File: config.mk
export PLATFORM = sky130hd
export DESIGN_NAME = xdata_router
export DESIGN_NICKNAME = d
export VERILOG_FILES = /design/src/rtl/xdr_pkg.sv /design/src/rtl/xdr_ea_builder.sv /design/src/rtl/xdr_decode.sv /design/src/rtl/xdr_ext_drive.sv /design/src/rtl/xdr_rdmux.sv /design/src/rtl/xdata_router.sv
export SDC_FILE = /design/constraint.sdc
export NUM_CORES = 1
export LEC_CHECK = 0
export ABC_AREA = 0
export BUFFER_PORTS_ARGS = -buffer_cell sky130_fd_sc_hd__buf_2
export CAP_MARGIN = 20
export CORE_MARGIN = 2
export CORE_UTILIZATION = 30
export CTS_BUF_LIST = sky130_fd_sc_hd__clkbuf_8
export CTS_CLUSTER_SIZE = 20
export DETAILED_ROUTE_END_ITERATION = 6
export GPL_ROUTABILITY_DRIVEN = 0
export PLACE_DENSITY = 0.82
export SYNTH_ARGS = -nofsm -noshare
export SYNTH_HDL_FRONTEND = slang
export SYNTH_SLANG_ARGS = --single-unit
File: constraint.sdc
create_clock -name clk -period 2.5 [get_ports clk]
set_input_delay 0.125 -clock clk [delete_from_list [all_inputs] [get_ports clk]]
set_output_delay 0.125 -clock clk [all_outputs]
set_load 0.01 [all_outputs]
File: src/rtl/xdr_pkg.sv
package xdr_pkg;

   typedef enum logic [1:0] {
      XM_ONCHIP     = 2'b00,
      XM_SPLIT_FLAT = 2'b01,
      XM_SPLIT_BANK = 2'b10,
      XM_OFFCHIP    = 2'b11
   } xmode_e;

   typedef enum logic [1:0] {
      HI_NONE = 2'b00,
      HI_PAGE = 2'b01,
      HI_PTR  = 2'b10
   } hi_src_e;

endpackage

File: src/rtl/xdr_ea_builder.sv
module xdr_ea_builder #(
   parameter int EA_W = 16
) (
   input  logic            wide_form,
   input  logic [7:0]      page_reg,
   input  logic [7:0]      index_reg,
   input  logic [EA_W-1:0] dptr,
   output logic [EA_W-1:0] ea
);
   localparam int PG_W = EA_W - 8;

   always_comb begin
      if (wide_form) ea = dptr;
      else           ea = {page_reg[PG_W-1:0], index_reg};
   end
endmodule

File: src/rtl/xdr_decode.sv
module xdr_decode
   import xdr_pkg::*;
#(
   parameter int ONCHIP_BYTES = 4096,
   parameter int EA_W         = 16,
   localparam int RAM_AW      = $clog2(ONCHIP_BYTES)
) (
   input  xmode_e            mode,
   input  logic              wide_form,
   input  logic [EA_W-1:0]   ea,
   output logic              go_ext,
   output logic [RAM_AW-1:0] ram_addr,
   output hi_src_e           hi_src
);
   logic below;

   generate
      if (RAM_AW >= EA_W) begin : g_full_space
         assign below = 1'b1;
      end else begin : g_bounded
         assign below = (ea[EA_W-1:RAM_AW] == '0);
      end
   endgenerate

   // modulo a power-of-two size keeps the low bits
   assign ram_addr = ea[RAM_AW-1:0];

   always_comb begin
      unique case (mode)
         XM_ONCHIP:                    go_ext = 1'b0;
         XM_SPLIT_FLAT, XM_SPLIT_BANK: go_ext = !below;
         default:                      go_ext = 1'b1;
      endcase
   end

   always_comb begin
      if (!go_ext)                    hi_src = HI_NONE;
      else if (wide_form)             hi_src = HI_PTR;
      else if (mode == XM_SPLIT_FLAT) hi_src = HI_NONE;
      else                            hi_src = HI_PAGE;
   end
endmodule

File: src/rtl/xdr_ext_drive.sv
module xdr_ext_drive
   import xdr_pkg::*;
#(
   parameter int EXT_AW = 12,
   parameter int EA_W   = 16,
   localparam int HI_W  = EXT_AW - 8
) (
   input  logic              active,
   input  hi_src_e           hi_src,
   input  logic [EA_W-1:0]   ea,
   input  logic [7:0]        page_reg,
   output logic [EXT_AW-1:0] ext_addr,
   output logic              lo_oe,
   output logic              hi_oe
);
   logic [HI_W-1:0] hi_val;

   always_comb begin
      unique case (hi_src)
         HI_PAGE: hi_val = page_reg[HI_W-1:0];
         HI_PTR:  hi_val = ea[EXT_AW-1:8];
         default: hi_val = '0;
      endcase
   end

   assign lo_oe    = active;
   assign hi_oe    = active && (hi_src != HI_NONE);
   assign ext_addr = active ? {hi_val, ea[7:0]} : '0;
endmodule

File: src/rtl/xdr_rdmux.sv
module xdr_rdmux #(
   parameter int DW = 8
) (
   input  logic          clk,
   input  logic          rst_n,
   input  logic          rd_req,
   input  logic          go_ext,
   input  logic [DW-1:0] ram_rdata,
   input  logic [DW-1:0] ext_rdata,
   output logic [DW-1:0] rd_data
);
   logic from_ext_q;

   always_ff @(posedge clk or negedge rst_n) begin
      if (!rst_n)      from_ext_q <= 1'b0;
      else if (rd_req) from_ext_q <= go_ext;
   end

   assign rd_data = from_ext_q ? ext_rdata : ram_rdata;
endmodule

File: src/rtl/xdata_router.sv
module xdata_router
   import xdr_pkg::*;
#(
   parameter int ONCHIP_BYTES = 4096,
   parameter int EXT_AW       = 12,
   parameter int DW           = 8,
   localparam int EA_W        = 16,
   localparam int RAM_AW      = $clog2(ONCHIP_BYTES)
) (
   input  logic              clk,
   input  logic              rst_n,
   input  logic [1:0]        mode,
   input  logic              wide_form,
   input  logic [7:0]        page_reg,
   input  logic [7:0]        index_reg,
   input  logic [EA_W-1:0]   dptr,
   input  logic              rd_req,
   input  logic              wr_req,
   input  logic [DW-1:0]     wr_data,
   output logic [RAM_AW-1:0] ram_addr,
   output logic              ram_sel,
   output logic              ram_we,
   output logic [DW-1:0]     ram_wdata,
   input  logic [DW-1:0]     ram_rdata,
   output logic [EXT_AW-1:0] ext_addr,
   output logic              ext_lo_oe,
   output logic              ext_hi_oe,
   output logic              ext_rd,
   output logic              ext_wr,
   output logic [DW-1:0]     ext_wdata,
   input  logic [DW-1:0]     ext_rdata,
   output logic [DW-1:0]     rd_data
);
   generate
      if ((ONCHIP_BYTES & (ONCHIP_BYTES - 1)) != 0 || ONCHIP_BYTES < 256 || ONCHIP_BYTES > 65536) begin : g_bad_size
         $error("ONCHIP_BYTES must be a power of two from 256 to 65536");
      end
      if (EXT_AW < 9 || EXT_AW > 16) begin : g_bad_ext
         $error("EXT_AW must be from 9 to 16");
      end
   endgenerate

   xmode_e          mode_e;
   logic [EA_W-1:0] ea;
   logic            go_ext;
   logic            access;
   hi_src_e         hi_src;

   assign mode_e = xmode_e'(mode);
   assign access = rd_req || wr_req;

   xdr_ea_builder #(.EA_W(EA_W)) u_ea (
      .wide_form (wide_form),
      .page_reg  (page_reg),
      .index_reg (index_reg),
      .dptr      (dptr),
      .ea        (ea)
   );

   xdr_decode #(.ONCHIP_BYTES(ONCHIP_BYTES), .EA_W(EA_W)) u_dec (
      .mode      (mode_e),
      .wide_form (wide_form),
      .ea        (ea),
      .go_ext    (go_ext),
      .ram_addr  (ram_addr),
      .hi_src    (hi_src)
   );

   xdr_ext_drive #(.EXT_AW(EXT_AW), .EA_W(EA_W)) u_ext (
      .active    (access && go_ext),
      .hi_src    (hi_src),
      .ea        (ea),
      .page_reg  (page_reg),
      .ext_addr  (ext_addr),
      .lo_oe     (ext_lo_oe),
      .hi_oe     (ext_hi_oe)
   );

   xdr_rdmux #(.DW(DW)) u_rd (
      .clk       (clk),
      .rst_n     (rst_n),
      .rd_req    (rd_req),
      .go_ext    (go_ext),
      .ram_rdata (ram_rdata),
      .ext_rdata (ext_rdata),
      .rd_data   (rd_data)
   );

   assign ram_sel   = access && !go_ext;
   assign ram_we    = wr_req && !go_ext;
   assign ext_rd    = rd_req && go_ext;
   assign ext_wr    = wr_req && go_ext;
   assign ram_wdata = wr_data;
   assign ext_wdata = wr_data;


   excl_target_chk: assert property (@(posedge clk) disable iff (!rst_n)
      !(ram_sel && (ext_rd || ext_wr)));


   onchip_only_chk: assert property (@(posedge clk) disable iff (!rst_n)
      (mode == 2'b00) |-> (!ext_rd && !ext_wr && !ext_lo_oe && !ext_hi_oe));


   flat_hi_float_chk: assert property (@(posedge clk) disable iff (!rst_n)
      (mode == 2'b01 && !wide_form) |-> !ext_hi_oe);


   hi_needs_lo_chk: assert property (@(posedge clk) disable iff (!rst_n)
      ext_hi_oe |-> ext_lo_oe);


   offchip_never_ram_chk: assert property (@(posedge clk) disable iff (!rst_n)
      (mode == 2'b11) |-> !ram_sel);


   rd_ext_src_chk: assert property (@(posedge clk) disable iff (!rst_n)
      ext_rd |=> (rd_data == ext_rdata));
endmodule

# Word-level counts from Yosys, hierarchy flattened
# Cells that the tools add are included.
[op_classes]
n_eq_ne = 4
muxes = 8
n_reduce_logical = 13
[ops]
columns = ["cell", "count"]
rows = [
  ["16-bit 2-to-1 mux", 1],
  ["12-bit 2-to-1 mux", 1],
  ["8-bit 2-to-1 mux", 1],
  ["4-bit one-hot mux with 2 select lines", 1],
  ["1-bit logical AND", 6],
  ["2-bit by 1-bit equality test with 1-bit output (second input constant)", 2],
  ["2-bit equality test (second input constant)", 2],
  ["4-bit logical NOT", 1],
  ["2-bit 2-to-1 mux", 2],
  ["1-bit logical NOT", 2],
  ["2-bit logical NOT", 1],
  ["1-bit one-hot mux with 2 select lines", 1],
  ["2-bit nonzero test", 1],
  ["2-bit OR reduction", 1],
  ["1-bit logical OR", 1],
  ["1-bit 2-to-1 mux", 1],
]
[totals]
ff_bits = 1
input_bits = 63
out_inout_bits = 54
wordCells = 26

# Longest topological paths before layout
# Gate-level depths: netlist of the first run.
[depth]
depth_word = 8
mapped_depth = 9
ltp_nobuf = 8

# Cells and area by module
# Synthesis of the first run repeated with hierarchy kept, for this count alone.
[hier_totals]
cells_unflattened = 96
hier_area_um2 = 907.1
[modules_own_cells]
columns = ["mod", "n_inst", "cells_each", "area_each_um2", "seq_area_each_um2"]
rows = [
  ["xdr_ea_builder", 1, 18, 249.0, 0.0],
  ["xdr_ext_drive", 1, 24, 170.2, 0.0],
  ["xdr_rdmux", 1, 11, 167.7, 25.0],
  ["xdr_decode", 1, 22, 161.4, 0.0],
  ["xdata_router", 1, 21, 158.9, 0.0],
]

# Least setup slack after synthesis of the first run
# No wires, ideal clock.
[synth_path]
path_type = "input to output"
startpoint = "in wide_form"
endpoint = "out ext_addr[10]"
t_arrival_ns = 2.086
required_time_ns = 2.375
path_slack_ns = 0.289
path_stages = 8
path_buffers = 1
path_cell_list = "buf_4 -> or4b_4 -> o221a_2 -> o21ai_0 -> ha_1 -> nor2b_1 -> o21ai_0 -> a221oi_1"
[synth_via]
elab_chain_cells = 8
elab_cells_between_ends = 11
classes_between = "2 x eq/ne; 6 x mux; 3 x reduce/logical"
[synth_rtl]
columns = ["element", "line_no", "source"]
rows = [
  ["start: declaration", "xdata_router.sv:13", "input logic wide_form,"],
  ["16-bit 2-to-1 mux", "xdr_ea_builder.sv:13", "if (wide_form) ea = dptr;"],
  ["4-bit logical NOT", "xdr_decode.sv:21", "assign below = (ea[EA_W-1:RAM_AW] == '0);"],
  ["1-bit logical NOT", "xdr_decode.sv:31", "XM_SPLIT_FLAT, XM_SPLIT_BANK: go_ext = !below;"],
  ["1-bit one-hot mux with 2 select lines", "xdr_decode.sv:29", "unique case (mode)"],
  ["2-bit 2-to-1 mux", "xdr_decode.sv:37", "if (!go_ext) hi_src = HI_NONE;"],
  ["2-bit equality test / 2-bit by 1-bit equality test with 1-bit output (equally long branches)", "xdr_ext_drive.sv:19", "unique case (hi_src)"],
  ["4-bit one-hot mux with 2 select lines", "xdr_ext_drive.sv:19", ""],
  ["12-bit 2-to-1 mux (*)", "xdr_ext_drive.sv:28", "assign ext_addr = active ? {hi_val, ea[7:0]} : '0;"],
  ["end: declaration", "xdata_router.sv:25", "output logic [EXT_AW-1:0] ext_addr,"],
]
# Every way passes the cells marked *; elsewhere a longest branch is shown, timed or not.

# Final worst setup path of the first run
[layout_path]
startpoint = "in dptr[13]"
endpoint = "out ext_addr[10]"
[layout_via]
elab_chain_cells = 8
elab_cells_between_ends = 10
classes_between = "2 x eq/ne; 5 x mux; 3 x reduce/logical"
[layout_rtl]
columns = ["element", "line_no", "source"]
rows = [
  ["start: declaration", "xdata_router.sv:16", "input logic [EA_W-1:0] dptr,"],
  ["16-bit 2-to-1 mux (*)", "xdr_ea_builder.sv:13", ""],
  ["4-bit logical NOT (*)", "xdr_decode.sv:21", ""],
  ["1-bit logical NOT (*)", "xdr_decode.sv:31", ""],
  ["1-bit one-hot mux with 2 select lines (*)", "xdr_decode.sv:29", ""],
  ["2-bit 2-to-1 mux", "xdr_decode.sv:37", ""],
  ["2-bit equality test / 2-bit by 1-bit equality test with 1-bit output (equally long branches)", "xdr_ext_drive.sv:19", ""],
  ["4-bit one-hot mux with 2 select lines", "xdr_ext_drive.sv:19", ""],
  ["12-bit 2-to-1 mux (*)", "xdr_ext_drive.sv:28", ""],
]
# Marks and branches as above.

==> key figures, run 1 <==
Setup path
  • Crit path launch type: primary input
  • Crit-path max FO: 5
  • RR Endpoint: u_rd.from_ext_q
  • Worst Path Class, Setup: primary input to primary output
  • Crit path capture type: primary output
  • Crit path arrival time: 2.18 ns
  • Crit path to: ext_addr[10]
  • Reg-to-Reg Start: u_rd.from_ext_q
  • WP data required: about 2.4 ns
  • Reg-to-reg slack, setup: 1.68 ns
  • Register-to-Register Path Depth: 2
  • Crit path from: dptr[13]

Route
  • Vias post-DR: 1012
  • DRC: 0
  • DR WL/cell: 11.84 µm
  • Total wire length: 2415 µm
  • Post-route ant nets: 0
  • Pre-antenna DRT Iters: 4
  • Vias/cell: approximately 5
  • DRT iter0 DRCs: 12

Cells and area
  • Final nets: between 200 and 250
  • Sequential Area: ~25 µm²
  • Final core occ: 46.82%
  • Top Registers: u_rd.from_ext_q: 1 flops
  • Inserted Diodes: 0
  • Max reg flops: 1
  • Final Instance Area: 1160 µm²
  • Largest Register: u_rd.from_ext_q
  • Syn-to-layout area delta: 47.14%
  • Layout cells sized above 1: 70.69%
  • Fill count: approximately 280
  • Multi-input gate area: 589.3 µm²

Die
  • DIE AREA: 3054 µm²
  • Row cnt: 18
  • Die W: ~55 µm
  • Core area: 2477 µm²
  • Die H: 55.26 µm
  • Initial Util: 31.82%
  • Io pins: 117

Pwr
  • Psw: 135.6 µW
  • Net switching fraction of the power: 46.76%
  • Leak pwr: between 0.0006 and 0.0007 µW
  • Int Pwr: about 150 µW
  • Worst vdd ir: 0.1532 mV
  • Clock Power Share: 0%
  • Logic pwr share: 91.3%
  • Seq pwr share: between 8 and 9%
  • Pwr dens: 250.1 nW/µm²

Yosys
  • Most used DFF post-synth: dfrtp_1
  • Synth async-reset ratio: 100.0%
  • Post-synthesis instance area: 788.3 µm²
  • Syn. warnings: 0
  • Post-Synthesis Net Count: 169
  • Seq/Total Area, Yosys: under 10%
  • Yosys reg bits: 1
  • Post-Synthesis Cells: between 100 and 150
  • Yosys cell types: 28
  • EDFF count, synth: 0
  • Syn Area/Cell: 7.805 µm²

Placed design
  • Cell Area, Placed: 1150 µm²
  • Place WS: 0.09570 ns
  • IO Port Bufs: between 90 and 100
  • HPWL Detailed: 2154 µm

Global routing
  • Total congestion overflow: 0
  • Initial antenna violation count: 0
  • Pin count of the biggest net entering global routing: 19
  • All-layer global routing usage: 15.12%
  • Vias in the first global route: 929
  • First-pass GRT wire length: 4064 µm

Flow run
  • Total of max-cap violations: 0

Timing
  • Final Max Slew Viols: 0
  • Final hold violation count: 0
  • # setup viols final: 0
  • Post-layout min period: 2.300 ns
  • Fmax: 0.4347 GHz
  • Final worst path period share: 92.01%
  • Headroom to the max-slew limit: between 70 and 80%
  • Slew @ Worst Pin: 0.3339 ns
  • RSZ-0062 raised after global routing: no
  • Clock Skew: 0 ns
  • Final hold slack: 0.2500 ns
  • Setup ws final: 0.1997 ns
  • Post-Route Setup TNS: 0 ns

Status
  • Run status: complete, no violations

CTS
  • Clock Latency Late Sink: 0 ns
  • Number of post-CTS setup repair buffers: 0

Worst hold path
  • Min-Delay Path Class: primary input to primary output
-- cells by family (layout without fill, tap and decap cells) --
family | after synthesis | in the layout | share of synthesized area [%]
AOI/OAI and AO/OA | 27 | 27 | 23.33
buffers and inverters | 26 | 99 | 22.06
and+or+nand+nor | 22 | 22 | 14.92
muxes | 20 | 20 | 28.57
adders and majority gates | 5 | 5 | 7.937
DFF | 1 | 1 | 3.174
-- layout by cell type, fill, tap and decap left out --
master / count
nor3_2: 1
or2_2: 3
o21ai_1: 2
a221oi_1: 1
ha_1: 5
or4b_4: 1
or3_1: 1
o221ai_2: 1
a21oi_1: 9
and3_1: 1
nand3_1: 1
inv_1: 2
mux2_2: 20
nand2_1: 8
a21boi_0: 4
a22oi_1: 3
o221a_2: 1
a31oi_1: 1
dlygate4sd3_1: 1
nand2b_1: 1
a211oi_1: 4
buf_4: 4
nor2b_1: 1
nor2_1: 4
dfrtp_1: 1
o21ai_0: 1
buf_2: 92
-- per-stage QoR --
stage | power [µW] | instances
2_1_floorplan | 207.6 | 101
3_3_place_gp | 287.5 | 203
3_5_place_dp | 291.8 | 203
4_1_cts | 294.0 | 204
5_1_grt | 319.4 | 204
6_report | 290.1 | 204
-- worst min-delay path by stage --
stage,from,end,slack (ns),cells past startpoint
detailed placement,rst_n,u_rd.from_ext_q,-0.1,1
global placement,rst_n,u_rd.from_ext_q,-0.1,1
global route,wr_data[5],ram_wdata[5],0.25,0
floorplan,rst_n,u_rd.from_ext_q,-0.17,0
finish,wr_data[6],ram_wdata[6],0.25,0
CTS,wr_data[0],ext_wdata[0],0.25,0
-- worst max-delay path: stages --
cell and delay (ns):
buf_2 0.09, or4b_4 0.54, o221a_2 0.31, o21ai_1 0.21
ha_1 0.26, nor2b_1 0.14, o21ai_0 0.07, a221oi_1 0.24
buf_2 0.18
-- metal layers --
| metal | wire length, µm | global-route usage, % |
|---|---|---|
| met1 | 906 | 17.73 |
| met2 | 1172 | 28.57 |
| met3 | 328 | 3.747 |
| met4 | 8 | 1.045 |
| met5 | 0 | 0 |
-- what timing repair did --
item,CTS,global route
gates resized for setup,0,1
setup endpoints to repair,0,1
hold endpoints to repair,1,0
hold buffers,1,0
-- area by class of cell --
| type | count | share of cell area, % |
|---|---|---|
| Sequential cell | 1 | 2.158 |
| Multi-Input combinational cell | 74 | 50.81 |
| Tap cell | 30 | 3.236 |
| Timing Repair Buffer | 97 | 43.15 |
| Inverter | 2 | 0.6473 |
-- synth_stat cells, types with 2 or more instances --
master	instances	area share [%]
mux2_2	20	29
a22oi_1	3	2.9
a211oi_1	4	3.8
nor2_1	4	1.9
nand2_1	8	3.8
a21boi_0	4	3.8
or2_2	3	2.4
ha_1	5	7.9
inv_1	2	0.95
a21oi_1	9	5.7
clkbuf_1	4	1.9
o21ai_0	2	1.3
buf_4	18	17
-- power groups by stage --
stage               registers, µW  logic [µW]  clock network (µW)
floorplan                    19.0         189                   0
global placement             25.1         262                   0
detailed placement           25.3         266                   0
CTS                          25.6         268                   0
global route                 26.4         293                   0
finish                       25.2         265                   0
Power figures use the tool's default switching activity.
==> run 2: changes to the inputs <==
--- a/config.mk
+++ b/config.mk
@@ -9,12 +9,13 @@
 export BUFFER_PORTS_ARGS = -buffer_cell sky130_fd_sc_hd__buf_2
 export CAP_MARGIN = 20
 export CORE_MARGIN = 2
-export CORE_UTILIZATION = 30
+export CORE_UTILIZATION = 33
 export CTS_BUF_LIST = sky130_fd_sc_hd__clkbuf_8
 export CTS_CLUSTER_SIZE = 20
 export DETAILED_ROUTE_END_ITERATION = 6
 export GPL_ROUTABILITY_DRIVEN = 0
-export PLACE_DENSITY = 0.82
+export PLACE_DENSITY = 0.84
 export SYNTH_ARGS = -nofsm -noshare
 export SYNTH_HDL_FRONTEND = slang
+export SYNTH_HIERARCHICAL = 1
 export SYNTH_SLANG_ARGS = --single-unit
==> run 2 against run 1 <==
Worst hold slack is essentially flat. Cell area grew 0.32%. Routed wire length shrank 4.1%. First-iteration DRC count shrank 67%. Critical path depth is the same. Global-route usage shrank 2.0 points. Synthesized area grew 15%. Register-to-register slack lost 0.16 ns. Critical path type unchanged. Critical endpoint is now ext_addr[11]. Largest cell class unchanged.
==> key figures, run 2 <==
Timing
  • Clock Skew: 0 ns (unchanged)
  • Final hold violation count: 0 (unchanged)
  • Setup ws final: 0.3588 ns (+0.1592 ns)
  • Final Max Slew Viols: 0 (unchanged)
  • Post-layout min period: 2.141 ns (-0.1592 ns)
  • Final worst path period share: 85.65% (-6.4 points)
  • # setup viols final: 0 (unchanged)
  • Fmax: 0.4670 GHz (+7.4%)
  • Slew @ Worst Pin: 0.5012 ns (+0.1673 ns)
  • Headroom to the max-slew limit: 66.50% (-11 points)
  • RSZ-0062 raised after global routing: no
  • Post-Route Setup TNS: 0 ns (unchanged)

Yosys
  • Post-Synthesis Cells: 96 (-5.0%)
  • Synth top area cells: mux2_4 (30%), buf_4 (24%), mux2_2 (8.7%)
  • Most used DFF post-synth: dfrtp_1
  • Syn Area/Cell: 9.449 µm² (+21%)
  • Post-synthesis instance area: 907.1 µm² (+15%)
  • Share of the synthesized area in the top cell type: 29.79% (+1.2 points)
  • Post-Synthesis Net Count: 164 (-3.0%)
  • Commonest cells post-synth: buf_4 (29), mux2_4 (18), and2_2 (10)
  • Yosys top cell by area: mux2_4
  • Syn. warnings: 6 (+6)
  • Seq/Total Area, Yosys: 2.759% (-0.42 points)
  • Synth async-reset ratio: 100.0% (unchanged)
  • EDFF count, synth: 0 (unchanged)
  • Cell with the most instances after synthesis: buf_4
  • Yosys cell types: 19 (-32%)
  • Yosys reg bits: 1 (unchanged)

Worst hold path
  • Worst Min Path Start: wr_data[4]
  • WHS Path Cells: 0 (unchanged)
  • Endpoint with the worst hold slack: ext_wdata[4]
  • Min-Delay Path Class: primary input to primary output

Status
  • Run status: complete, no violations

Pwr
  • Pwr dens: 232.2 nW/µm² (-7.1%)
  • Worst vdd ir: 0.1787 mV (+17%)
  • Leak pwr: 0.0007073 µW (+10%)

Die
  • Core area: 2686 µm² (+8.4%)
  • Die H: 56.43 µm (+2.1%)
  • Initial Util: 33.77% (+1.9 points)
  • Row cnt: 19 (+1)
  • DIE AREA: 3184 µm² (+4.3%)
  • Die W: 56.43 µm (+2.1%)
  • Io pins: 117 (unchanged)

Setup path
  • Worst Path Class, Setup: primary input to primary output
  • RR Endpoint: u_rd/from_ext_q
  • Reg-to-reg slack, setup: 1.52 ns (-0.16 ns)
  • WP data required: 2.38 ns (about the same)
  • Register-to-Register Path Depth: 1 (-1)
  • Crit-path max FO: 9 (+4)
  • Crit path capture type: primary output
  • Crit path launch type: primary input
  • Reg-to-Reg Start: u_rd/from_ext_q
  • Crit path arrival time: 2.02 ns (-0.16 ns)

Global routing
  • First-pass GRT wire length: 3477 µm (-14%)
  • Pin count of the biggest net entering global routing: 12 (-7)
  • Vias in the first global route: 849 (-8.6%)
  • All-layer global routing usage: 13.11% (-2.0 points)
  • Total congestion overflow: 0 (unchanged)
  • Initial antenna violation count: 0 (unchanged)

Route
  • Total wire length: 2316 µm (-4.1%)
  • Met3 WL: 343 µm (+4.6%)
  • M1 WL: 719 µm (-21%)
  • DR WL/cell: 12.25 µm (+3.5%)
  • WL met2: 1246 µm (+6.3%)
  • Vias post-DR: 871 (-14%)
  • DRT iter0 DRCs: 4 (-8)
  • Post-route ant nets: 0 (unchanged)
  • Top sig layer: met4
  • DRC: 0 (unchanged)
  • Vias/cell: 4.608 (-7.1%)
  • Pre-antenna DRT Iters: 2 (-2)

Cells and area
  • Fill count: 272 (-1.4%)
  • Inserted Diodes: 0 (unchanged)
  • Most common cell after layout, fill and taps aside: buf_2
  • Largest Register: u_rd/from_ext_q
  • Max reg flops: 1 (unchanged)
  • Multi-input gate area: 603.1 µm² (+2.3%)
  • Final Instance Area: 1164 µm² (+0.32%)
  • Top Registers: u_rd/from_ext_q: 1 flops
  • Final nets: 228 (-6.6%)
  • Sequential Area: 25.02 µm² (unchanged)
  • Most frequent cells in the layout: buf_2 (92), mux2_4 (18), and2_2 (10)
  • Syn-to-layout area delta: 28.28%
  • Layout cells sized above 1: 81.65% (+11 points)

CTS
  • Resized cells post-CTS: 0 (unchanged)
  • Clock Latency Late Sink: 0 ns (unchanged)

Flow run
  • Total of max-cap violations: 0 (unchanged)

Placed design
  • IO Port Bufs: 92 (unchanged)
  • Cell Area, Placed: 1154 µm² (+0.33%)
  • Place WS: 0.3546 ns (+0.2589 ns)
  • HPWL Detailed: 2138 µm (-0.76%)
run 2: area by class of cell:
class                      count  share of cell area, %
multi-input combinational     58                  51.83
tap                           31                  3.333
sequential                     1                  2.151
inverter                       5                  1.613
timing repair buffer          94                  41.08
run 2: report_power, final:
group          internal [µW]  switching [µW]
registers               18.0            6.82
logic                    140             105
clock network              0               0
total                    158             112
run 2: through the flow:
stage / power (µW) / util [%] / std cells / hold slack (ns)
2_1_floorplan: 221.0 / - / 96 / -0.1706
3_3_place_gp: 269.7 / 42.94 / 188 / -0.1002
3_5_place_dp: 272.2 / 42.94 / 188 / -0.09800
4_1_cts: 274.0 / 43.32 / 189 / 0.2501
5_1_grt: 292.1 / 43.32 / 189 / 0.2500
6_report: 270.2 / 43.32 / 189 / 0.2500
run 2: what timing repair did:
action	4_1_cts	5_1_grt
endpoints found under the hold margin	1	0
endpoints found under the setup margin	0	0
buffers inserted	0	0
hold buffers	1	0
run 2: logic make-up after synthesis:
logic type,after synthesis,share of synthesized area [%]
buffers and inverters,37,30.76
multiplexers,25,38.48
AND/OR/NAND/NOR,19,13.38
AO/OA/AOI/OAI,9,7.724
adder cells (fa/ha/maj),5,6.897
flip-flops,1,2.758
run 2: per-layer routing:
metal | vias to the layer above | track usage [%]
met5 | - | 0
met4 | 0 | 0.6803
met3 | 3 | 3.917
met2 | 68 | 28.57
met1 | 379 | 11.81
li1 | 421 | -
run 2: worst max-delay path: stages:
cell and delay, ns:
buf_2 0.20, mux2_2 0.36, nor4_1 0.44, a2111oi_1 0.20, inv_1 0.11, ha_1 0.24
a22oi_1 0.11, nor2_1 0.09, buf_2 0.13
run 2: how the worst max path moves through the flow:
stage / from / end / slack, ns / cells after the start
global route: wide_form / ext_addr[8] / 0.16 / 9
global placement: wide_form / ext_addr[9] / 0.41 / 9
detailed placement: wide_form / ext_addr[11] / 0.35 / 9
CTS: wide_form / ext_addr[11] / 0.34 / 9
floorplan: wide_form / ext_addr[11] / 0.61 / 9
finish: wide_form / ext_addr[11] / 0.36 / 9
==> run 3: changes to the inputs <==
--- a/config.mk
+++ b/config.mk
@@ -8,6 +8,7 @@
 export ABC_AREA = 0
 export BUFFER_PORTS_ARGS = -buffer_cell sky130_fd_sc_hd__buf_2
 export CAP_MARGIN = 20
+export CORE_ASPECT_RATIO = 0.7
 export CORE_MARGIN = 2
 export CORE_UTILIZATION = 33
 export CTS_BUF_LIST = sky130_fd_sc_hd__clkbuf_8
==> run 3 against run 2 <==
First-iteration DRC count rose to 4.8 times the previous value. Fmax is 0.88% lower. Combinational power barely moved. Register-to-register slack worse by 0.02 ns. Setup slack worse by 0.019 ns. Cell area up 0.32%. Sequential share of layout area about the same. Critical path depth down 2. Clock skew is the same. Cell count grew 1.6%. Routed wire length is 2.9% higher. Via count decreased by 3.3%. Critical path type unchanged. Critical endpoint is now ext_addr[7]. Highest routed layer is now met3.
==> key figures, run 3 (synthesis gave the netlist of run 2 again) <==
Status
  • Run status: complete, no violations

Setup path
  • Crit path capture type: primary output
  • Crit-path max FO: 11 (+2)
  • Register-to-Register Path Depth: 1 (unchanged)
  • Worst Path Class, Setup: primary input to primary output
  • Slowest stage delay, CP: 0.46 ns (+0.02 ns)
  • Kind of cell adding the most delay to the critical path: simple AND/OR/NAND/NOR gates
  • WP data required: 2.38 ns (about the same)
  • Critical path, cell by cell: buf_2 > mux2_2 > nor4_1 > a21oi_1 > o21a_1 > and2_2 > buf_2
  • RR Endpoint: u_rd/from_ext_q
  • Reg-to-Reg Start: u_rd/from_ext_q
  • Slowest CP cell: nor4_1
  • Reg-to-reg slack, setup: 1.50 ns (-0.02 ns)
  • Most frequent cell on the critical path: buf_2
  • Crit path launch type: primary input
  • Crit path arrival time: 2.04 ns (+0.02 ns)
  • Worst Path Buf+Inv: 2 (-1)

Pwr
  • Int Pwr: 158.5 µW (about the same)
  • Clock Power Share: 0% (unchanged)
  • Worst vdd ir: 0.1462 mV (-18%)
  • Power, Total: 271.7 µW (+0.53%)
  • Psw: 113.2 µW (+1.3%)
  • Pwr dens: 232.7 nW/µm² (+0.21%)
  • Net switching fraction of the power: 41.66% (+0.31 points)
  • Leak pwr: 0.0007073 µW (unchanged)
  • Logic pwr share: 90.7% (about the same)
  • Seq pwr share: 9.3% (about the same)

Die
  • Initial Util: 35.80% (+2.0 points)
  • Row cnt: 15 (-4)
  • Core area: 2534 µm² (-5.7%)
  • Die W: 66.67 µm (+18%)
  • Die H: 47.87 µm (-15%)
  • DIE AREA: 3191 µm² (+0.21%)
  • Io pins: 117 (unchanged)

Timing
  • Clock Skew: 0 ns (unchanged)
  • Slew @ Worst Pin: 0.5048 ns (+0.003580 ns)
  • Final worst path period share: 86.40% (+0.76 points)
  • Headroom to the max-slew limit: 66.26% (-0.24 points)
  • Post-layout min period: 2.160 ns (+0.01894 ns)
  • Post-Route Setup TNS: 0 ns (unchanged)
  • Final Max Slew Viols: 0 (unchanged)
  • Final hold slack: 0.2500 ns (unchanged)
  • # setup viols final: 0 (unchanged)
  • Fmax: 0.4629 GHz (-0.88%)
  • RSZ-0062 raised after global routing: no
  • Final hold violation count: 0 (unchanged)

Route
  • Post-route ant nets: 0 (unchanged)
  • Vias post-DR: 842 (-3.3%)
  • Total wire length: 2383 µm (+2.9%)
  • Vias/cell: 4.385 (-4.8%)
  • DRT iter0 DRCs: 19 (+15)
  • DR WL/cell: 12.41 µm (+1.3%)
  • DRC: 0 (unchanged)
  • Pre-antenna DRT Iters: 4 (+2)

Cells and area
  • Inserted Diodes: 0 (unchanged)
  • Layout cells sized above 1: 81.65% (unchanged)
  • Final Instance Area: 1167 µm² (+0.32%)
  • Final non-filler cell total: 192 (+1.6%)
  • Most frequent cells in the layout: buf_2 (92), mux2_4 (18), and2_2 (10)
  • Final nets: 228 (unchanged)
  • Syn-to-layout area delta: 28.69%
  • Top Registers: u_rd/from_ext_q: 1 flops
  • Largest Register: u_rd/from_ext_q
  • Most common cell after layout, fill and taps aside: buf_2
  • Max reg flops: 1 (unchanged)

Placed design
  • IO Port Bufs: 92 (unchanged)
  • Cell Area, Placed: 1157 µm² (+0.33%)
  • Placed cells: 191 (+1.6%)
  • HPWL Detailed: 2116 µm (-1.0%)

Global routing
  • All-layer global routing usage: 12.51% (-0.60 points)
  • Pin count of the biggest net entering global routing: 12 (unchanged)
  • First-pass GRT wire length: 3146 µm (-9.5%)
  • Initial antenna violation count: 0 (unchanged)
  • Total congestion overflow: 0 (unchanged)
  • Vias in the first global route: 719 (-15%)

CTS
  • Hold-fix buffers at CTS: 1 (unchanged)
  • Clock Latency Late Sink: 0 ns (unchanged)
  • Resized cells post-CTS: 0 (unchanged)
  • Number of post-CTS setup repair buffers: 0 (unchanged)

Worst hold path
  • WHS Path Cells: 0 (unchanged)
  • Worst Min Path Start: wr_data[4]
  • Endpoint with the worst hold slack: ram_wdata[4]
  • Min-Delay Path Class: primary input to primary output

Flow run
  • Total of max-cap violations: 0 (unchanged)
==> run 3: cell counts in the layout (fill, tap and decap cells not counted) <==
Identical to the previous run, type by type.
==> run 3: worst max-delay path by stage <==
stage	depth (start not counted)	endpoint	from	slack, ns
finish	7	ext_addr[7]	wide_form	0.34
global route	9	ext_addr[8]	wide_form	0.15
CTS	9	ext_addr[8]	wide_form	0.35
detailed placement	9	ext_addr[8]	wide_form	0.35
global placement	9	ext_addr[8]	wide_form	0.42
floorplan	9	ext_addr[11]	wide_form	0.61
==> run 3: area by class of cell <==
cell class | instances | area, µm²
timing repair buffer | 94 | 478.0
fill | 251 | 1366
tap | 34 | 42.54
multi-input combinational | 58 | 603.1
sequential | 1 | 25.02
inverter | 5 | 18.77
==> run 3: routing by layer <==
| layer | global-route usage (%) | wire, µm | vias to the layer above |
|---|---|---|---|
| li1 | - | - | 422 |
| met1 | 16.69 | 993 | 384 |
| met2 | 23.60 | 1229 | 36 |
| met3 | 0.4706 | 160 | 0 |
| met4 | 1.633 | 0 | 0 |
| met5 | 0 | 0 | - |
==> run 3: per-stage QoR <==
stage	utilization, %	setup slack, ns
finish	46.07	0.3399
global route	46.07	0.1483
CTS	46.07	0.3479
detailed placement	45.68	0.3493
global placement	45.68	0.4219
floorplan	-	0.6144
==> run 3: power groups by stage <==
stage / sequential (µW) / clock (µW) / combinational (µW)
4_1_cts: 25.0 / 0 / 249
3_5_place_dp: 25.2 / 0 / 247
3_3_place_gp: 24.9 / 0 / 243
2_1_floorplan: 18.7 / 0 / 202
6_report: 25.1 / 0 / 247
5_1_grt: 25.6 / 0 / 270
